**src/rtl/psd_pkg.sv**
```systemverilog
package psd_pkg;

    // Which local resource an address refers to.
    typedef enum logic [1:0] {
        TGT_MEM  = 2'd0,
        TGT_REG  = 2'd1,
        TGT_FLAG = 2'd2
    } tgt_e;

endpackage

```
**src/rtl/psd_decode.sv**
```systemverilog
module psd_decode
    import psd_pkg::*;
#(
    parameter int ADDR_W = 8
) (
    input  logic [ADDR_W-1:0] addr,
    input  logic              wr_stb,
    output tgt_e              tgt,
    output logic              we_mem,
    output logic              we_reg,
    output logic              we_flag
);

    // Only the two top address bits take part in the decode.
    logic [1:0] top_bits;

    always_comb begin
        top_bits = addr[ADDR_W-1 -: 2];
        if (top_bits[1]) begin
            tgt = TGT_FLAG;
        end else if (top_bits[0]) begin
            tgt = TGT_REG;
        end else begin
            tgt = TGT_MEM;
        end
        we_mem  = wr_stb && (tgt == TGT_MEM);
        we_reg  = wr_stb && (tgt == TGT_REG);
        we_flag = wr_stb && (tgt == TGT_FLAG);
    end

endmodule

```
**src/rtl/psd_store.sv**
```systemverilog
module psd_store #(
    parameter int DATA_W = 8,
    parameter int MEM_AW = 6
) (
    input  logic              clk,
    input  logic              rst,
    input  logic              we_mem,
    input  logic              we_reg,
    input  logic              we_flag,
    input  logic [MEM_AW-1:0] widx,
    input  logic [DATA_W-1:0] wdata,
    output logic [DATA_W-1:0] mem_word,
    output logic [DATA_W-1:0] reg_val,
    output logic              flag_val
);

    localparam int DEPTH = 1 << MEM_AW;

    typedef struct packed {
        logic [DATA_W-1:0] reg_v;
        logic              flag_v;
    } state_t;

    state_t st_d, st_q;

    // Memory words, each with its own enable decoded from the index.
    logic [DATA_W-1:0] words_q [DEPTH];

    for (genvar gi = 0; gi < DEPTH; gi++) begin : g_word
        always_ff @(posedge clk) begin
            if (we_mem && (widx == MEM_AW'(gi))) begin
                words_q[gi] <= wdata;
            end
        end
    end

    always_comb begin
        st_d = st_q;
        if (we_reg) begin
            st_d.reg_v = wdata;
        end
        if (we_flag) begin
            st_d.flag_v = wdata[0];
        end
    end

    always_ff @(posedge clk) begin
        if (rst) begin
            st_q <= '0;
        end else begin
            st_q <= st_d;
        end
    end

    assign mem_word = words_q[widx];
    assign reg_val  = st_q.reg_v;
    assign flag_val = st_q.flag_v;

    // a load of the register takes the data on the bus
    a_r3_reg_takes_data: assert property (@(posedge clk) disable iff (rst)
        we_reg |=> reg_val == $past(wdata));

    // a load of the flag keeps bit 0 of the data
    a_r4_flag_takes_bit0: assert property (@(posedge clk) disable iff (rst)
        we_flag |=> flag_val == $past(wdata[0]));

endmodule

```
**src/rtl/port_space_decoder.sv**
```systemverilog
module port_space_decoder
    import psd_pkg::*;
#(
    parameter int ADDR_W = 8,
    parameter int DATA_W = 8,
    parameter int MEM_AW = 6
) (
    input  logic              clk,
    input  logic              rst,
    input  logic [ADDR_W-1:0] addr,
    input  logic [DATA_W-1:0] wr_data,
    input  logic              wr_stb,
    output logic [DATA_W-1:0] rd_data
);

    localparam int PAD_W = DATA_W - 1;

    tgt_e              tgt;
    logic              we_mem, we_reg, we_flag;
    logic [DATA_W-1:0] mem_word, reg_val;
    logic              flag_val;

    typedef struct packed {
        logic [DATA_W-1:0] rd;
    } rdst_t;

    rdst_t rs_d, rs_q;

    psd_decode #(.ADDR_W(ADDR_W)) u_decode (
        .addr    (addr),
        .wr_stb  (wr_stb),
        .tgt     (tgt),
        .we_mem  (we_mem),
        .we_reg  (we_reg),
        .we_flag (we_flag)
    );

    psd_store #(.DATA_W(DATA_W), .MEM_AW(MEM_AW)) u_store (
        .clk      (clk),
        .rst      (rst),
        .we_mem   (we_mem),
        .we_reg   (we_reg),
        .we_flag  (we_flag),
        .widx     (addr[MEM_AW-1:0]),
        .wdata    (wr_data),
        .mem_word (mem_word),
        .reg_val  (reg_val),
        .flag_val (flag_val)
    );

    // Read multiplexer. It samples the content before this cycle's write.
    always_comb begin
        rs_d = rs_q;
        unique case (tgt)
            TGT_MEM:  rs_d.rd = mem_word;
            TGT_REG:  rs_d.rd = reg_val;
            TGT_FLAG: rs_d.rd = {{PAD_W{1'b0}}, flag_val};
            default:  rs_d.rd = '0;
        endcase
    end

    always_ff @(posedge clk) begin
        if (rst) begin
            rs_q <= '0;
        end else begin
            rs_q <= rs_d;
        end
    end

    assign rd_data = rs_q.rd;

    // the register holds unless strobed at one of its aliases
    a_r5_reg_holds: assert property (@(posedge clk) disable iff (rst)
        !(wr_stb && addr[ADDR_W-1 -: 2] == 2'b01) |=> $stable(reg_val));

    // the flag holds unless strobed in the upper half
    a_r6_flag_holds: assert property (@(posedge clk) disable iff (rst)
        !(wr_stb && addr[ADDR_W-1]) |=> $stable(flag_val));

    // a flag read has zero upper bits
    a_r8_flag_padded: assert property (@(posedge clk) disable iff (rst)
        addr[ADDR_W-1] |=> rd_data[DATA_W-1:1] == '0);

    // a register read returns the value from before the edge
    a_r7_reg_read: assert property (@(posedge clk) disable iff (rst)
        (addr[ADDR_W-1 -: 2] == 2'b01) |=> rd_data == $past(reg_val));

endmodule

```
**config.mk**
```make
export PLATFORM = sky130hd
export DESIGN_NAME = port_space_decoder
export DESIGN_NICKNAME = d
export VERILOG_FILES = /design/src/rtl/psd_pkg.sv /design/src/rtl/psd_decode.sv /design/src/rtl/psd_store.sv /design/src/rtl/port_space_decoder.sv
export SDC_FILE = /design/constraint.sdc
export NUM_CORES = 1
export LEC_CHECK = 0
export ABC_CLOCK_PERIOD_IN_PS = 2300
export CORE_MARGIN = 10
export CORE_UTILIZATION = 40
export DETAILED_ROUTE_END_ITERATION = 8
export PLACE_DENSITY = 0.64
export SLEW_MARGIN = 0
export SYNTH_ARGS = -nofsm -noshare
export SYNTH_HDL_FRONTEND = slang
export SYNTH_SLANG_ARGS = --single-unit
```
**constraint.sdc**
```tcl
create_clock -name clk -period 2.3 [get_ports clk]
set_clock_uncertainty 0.2 [all_clocks]
set_input_delay 0.23 -clock clk [delete_from_list [all_inputs] [get_ports clk]]
set_output_delay 0.23 -clock clk [all_outputs]
set_load 0.02 [all_outputs]
```
## Word-level counts from Yosys, hierarchy flattened

Memory sizes are Yosys's and may differ from the RTL's.
Index checks and enable logic that the tools add are counted.

- Reduce and logical (&&, ||, !) cells: 132
- Multiplexer cells: 320
- Equal/unequal tests: 65

Operators with widths:

| kind | number |
|---|---|
| $mux 8 | 63 |
| $reduce_or 8->1 | 63 |
| $mux 6 | 63 |
| $eq 6x6->1 const B | 32 |
| $mux 1 | 192 |
| $eq 6x5->1 const B | 16 |
| $logic_and 1x1->1 | 67 |
| $eq 6x4->1 const B | 8 |
| $eq 6x3->1 const B | 4 |
| $pmux 8 s3 | 1 |
| $eq 6x2->1 const B | 2 |
| $eq 6x1->1 const B | 1 |
| $logic_not 6->1 | 1 |
| $eq 2x1->1 const B | 1 |
| $eq 2x2->1 const B | 1 |
| $logic_not 2->1 | 1 |
| $mux 2 | 1 |

- RAM bits: 512
- Output and inout port bits: 8
- Bits in registers: 17
- Input port bits: 19
- Word-level logic and storage cells: 521
- Memories kept: 1

Memories:

| name | depth | width | rd ports | clocked after Yosys merged registers in | wr ports | RTL line | text |
|---|---|---|---|---|---|---|---|
| u_store.words_q | 64 | 8 | 1 | 0 | 1 | psd_store.sv:27 | `logic [DATA_W-1:0] words_q [DEPTH];` |

## Depth between registers and ports, before layout

- Word-level depth: 71
- Mapped depth: 8
- Gate-level depth less buffers: 5

## Modules after synthesis

A second synthesis with hierarchy kept.

- Cell total of the unflattened synthesis: 957
- Area, all modules: 20313.2 um^2

Modules (own cells, without submodules):

| module | instances | area an instance (um^2) | sequential area each (um^2) | cells each |
|---|---|---|---|---|
| psd_store | 1 | 19956.6 | 15554.9 | 923 |
| port_space_decoder | 1 | 319.1 | 160.2 | 29 |
| psd_decode | 1 | 37.5 | 0.0 | 5 |

## Least setup slack after synthesis

OpenSTA, ideal clock, no wires.

- Path kind: in2reg
- From: in addr[1]
- To: mem u_store.words_q[19][0] (enable)
- Required time: 1.705 ns
- Cell stages on the path: 5
- Setup time: 0.395 ns
- Arrival: 1.904 ns
- Buffers on the path: 3
- Slack: -0.198 ns
- Path through: buf_2 -> buf_2 -> buf_1 -> nand2_1 -> nor4_1

- Word-level cells in the longest chain between the ends: 68
- Elaborated cells on any way between the ends: 445
- Those cells by class: eq/ne: 63; mux: 254; reduce/logical: 128

Ends and longest elaborated chain:

| what | RTL line | text |
|---|---|---|
| from (decl) | port_space_decoder.sv:10 | `input logic [ADDR_W-1:0] addr,` |
| $eq 6x1->1 | psd_store.sv:31 | `if (we_mem && (widx == MEM_AW'(gi))) begin` |
| $logic_and 1x1->1 | psd_store.sv:31 |  |
| $mux 1 | psd_store.sv:31 |  |
| $mux 1 (not written as such) | psd_store.sv:32 | `words_q[gi] <= wdata;` |
| $reduce_or 8->1 (no line) | -- |  |
| $mux 6 (no line) or $mux 1 (tied branches) (63 in series) | -- |  |
| to (decl) | psd_store.sv:27 |  |

Parallel ways exist; a longest one is shown, timed or not.

## Final worst setup path

- From: mem u_store.words_q[63][5]
- To: reg rs_q (netlist bit rd_data[5])

- Word-level cells in the longest chain between the ends: 2

Ends and longest elaborated chain:

| what | RTL line | text |
|---|---|---|
| $mem_v2 64x8 | -- |  |
| $pmux 8 s3 | port_space_decoder.sv:54 | `unique case (tgt)` |
| to (signal assigned) | port_space_decoder.sv:66 | `rs_q <= rs_d;` |
| to (decl) | port_space_decoder.sv:27 | `rdst_t rs_d, rs_q;` |

No other way between the ends.
A chain may end at the register's enable or synchronous reset.

==> summary.txt <==
Synth
  – Asr flop ratio synth: 0
  – Netlist cell types: 26
  – Number of synthesized flops with an enable pin: 512
  – Syn_nets: 979
  – Cell taking the most area after synthesis: edfxtp_1
  – Synth Area per Inst: 21.07 sq um
  – Synth Register Bits: 529
  – Synth Instances: 960
  – Post-synth top flop: edfxtp_1
  – Count leader, synth: edfxtp_1
  – Synth top area cells: edfxtp_1, mux4_2, a22oi_1, dfxtp_1, nor2_1
  – Mapped cell area: 20230 sq um
  – YS warnings: 0
  – Commonest cells in the netlist: edfxtp_1, mux4_2, nor2_1
  – Register area share after synthesis: 0.7770
  – Post-synth top area share: 0.7602

Worst setup path
  – Critical path class: flop to flop
  – Flop-to-flop setup slack: 0.05 ns
  – Crit path DAT: ~2.5 ns
  – Startpoint types: flop
  – CP max FO: 1
  – Reg2Reg Depth: 5
  – Worst R2R End: rd_data[5]$_SDFF_PP0_
  – Crit path required time: 2.56 ns
  – CP Capture Type: flop
  – R2R Path Start: u_store.words_q[63][5]$_DFFE_PP_

Detailed routing
  – Detailed-route wire length per cell: 25.33 um
  – Antenna-violating nets left: 0
  – DRC: 0
  – Via count of the routed design: 10120
  – Drt initial violations: 1177
  – Routed wire length: 46640 um
  – TritonRoute pass-1 iters: 5
  – Vias per cell: 5.499

Layout
  – Filler Cell Count: 4179
  – Multi-input gate area: 4247 sq um
  – Reg area: 15720 sq um
  – Antenna diodes: 0
  – Non-filler cells, final: ~1800
  – Final Core Density: 0.4810
  – # nets final: 1150
  – Share of post-route cells with drive strength above 1: 0.3003
  – Area delta synth->final: 19.06%

Global routing
  – Vias in the first global route: approximately 11000
  – First-pass GRT wire length: 69810 um
  – Total congestion overflow: 0
  – Largest net degree at the start of global routing: 66
  – Total GRT Usage: 0.1558
  – Initial antenna violation count: 0

STA
  – Achievable Freq: 445.0 MHz
  – Slew Limit Fails: 0
  – # setup viols final: 0
  – Hold Vio Cnt, Final: 0
  – RSZ-0062 raised after global routing: false
  – Tmin final: 2.247 ns
  – Slew @ Worst Pin: 0.6112 ns
  – Max-slew headroom: 0.5913
  – Fin crit share: 0.9771

Placement
  – Dpl cells: 1741
  – Hpwl dp: ~31000 um
  – Routability Congestion: 0.9120
  – PortBufs: 26

Floorplanning
  – Initial Utilization: 0.4040
  – Die Y: 244.9 um
  – Die footprint: roughly 60000 sq um
  – IO Count: 27
  – Core ar.: 50070 sq um
  – Die Span X: 244.9 um
  – Row cnt: 82

Status
  – Outcome: complete, no violations

Run
  – Max_cap viols: 0

Power and ir drop
  – Sequential Power Share: 0.539
  – Power share of the clock group: 0.408
  – Switch share: 0.2029
  – Lkg Pwr: 7.654 nW
  – Combinational share of power: 0.052
  – Power Dens Cells: 816.6 nW/um^2
  – Net Switching: 3.990 mW
  – Worst ir drop on vdd: ~0.0007 V
  – Int Pwr: 15.67 mW

Clock network
  – CTS sink cnt: 529
  – CTS Buf Count: 52
  – CTS tree: built
  – Longest Clk Path Bufs: 3
  – Clock-pin slew on the worst setup and hold paths: 0.06 ns
  – Clock Root Buffer: clkbuf_16
  – Latest clock arrival within the worst-skew pair: a little under 0.6 ns
  – Htree depth: 2

Min path
  – Min-delay src: rst
  – Worst Hold Class: input port to flop
  – Hold path cells: 2
  – Hold Path End: u_store.flag_val$_SDFFE_PP0P_
## worst max-delay path by stage
| stage | start | endpoint | slack (ns) |
|---|---|---|---|
| final | u_store.words_q[63][5]$_DFFE_PP_ | rd_data[5]$_SDFF_PP0_ | 0.05 |
| after global placement | addr[3] | rd_data[6]$_SDFF_PP0_ | -0.42 |
| after global routing | u_store.words_q[11][2]$_DFFE_PP_ | rd_data[2]$_SDFF_PP0_ | 0.02 |
| after floorplan | addr[1] | u_store.words_q[35][0]$_DFFE_PP_ | -0.16 |
| after detailed placement | addr[3] | rd_data[5]$_SDFF_PP0_ | -0.42 |
| after CTS | u_store.words_q[63][5]$_DFFE_PP_ | rd_data[5]$_SDFF_PP0_ | 0.14 |
## critical path: stages, from the launching register on
cell,delay [ns]
edfxtp_1,0.36
mux4_2,0.48
a22oi_1,0.39
a21oi_1,0.23
nor4_1,0.34
o22ai_1,0.13
## sequential cells by signal (all words and copies together), names as in the netlist
| name | cells |
|---|---|
| u_store.words_q | 512 |
| rd_data | 8 |
| u_store.reg_val | 8 |
| u_store.flag_val | 1 |
## layer usage
metal | global-route usage | vias to the layer above | routed length [um]
li1 | - | 4343 | -
met1 | 0.2123 | 5381 | 19980
met2 | 0.2443 | 343 | 22230
met3 | 0.03768 | 57 | 3446
met4 | 0.04822 | 0 | 985
met5 | 0 | - | 0
## placed cells by master, fill, tap and decap left out, types with 7 or more instances in the layout
cell type and n:
nor2_1 69, clkbuf_1 15, buf_2 8, nand2_1 27, nor4_1 10, mux2i_1 8, dfxtp_1 17, buf_12 24
dlygate4sd3_1 8, a22oi_1 64, mux4_2 128, a21oi_1 33, edfxtp_1 512, clkinv_1 15, clkdlybuf4s50_1 16, buf_4 120
clkbuf_16 53, o22ai_1 7
## metrics by stage
stage               setup TNS [ns]  worst slack, ns  power [mW]  hold slack (ns)  instance area (sq um)
CTS                              0           0.1383       19.86           0.1212                  24080
finish                           0          0.05256       19.66           0.1485                  24080
floorplan                   -3.742          -0.1559       11.30           0.1289                  20230
global placement            -41.22          -0.4249       11.82           0.2472                  22410
detailed placement          -49.20          -0.4201       11.84           0.2488                  22410
global route                     0          0.01829       20.31           0.1781                  24080
## power groups by stage
| stage | combinational (mW) | clock (mW) | sequential, mW |
|---|---|---|---|
| floorplan | 0.493 | 0 | 10.8 |
| global placement | 1.01 | 0 | 10.8 |
| detailed placement | 1.03 | 0 | 10.8 |
| CTS | 1.04 | 8.21 | 10.6 |
| global route | 1.10 | 8.61 | 10.6 |
| finish | 1.03 | 8.03 | 10.6 |
## area by class of cell
class                      instances  share of cell area
sequential                       529              0.6526
multi-input combinational        370              0.1763
timing repair buffer             178             0.07004
tap                              672             0.03492
clock inverter                    24            0.008677
clock buffer                      68             0.05741
## cells by family after synthesis
| family | synth area share |
|---|---|
| AOI/OAI and AO/OA | 0.03477 |
| DFF | 0.7770 |
| buffers and inverters | 0.01404 |
| muxes | 0.1465 |
| and+or+nand+nor | 0.02771 |
## repair_timing
action	4_1_cts	5_1_grt
gates resized for setup	0	0
setup buffers	0	0
hold buffers	8	0
endpoints found under the hold margin	259	0
(Power assumes the default switching activity.)
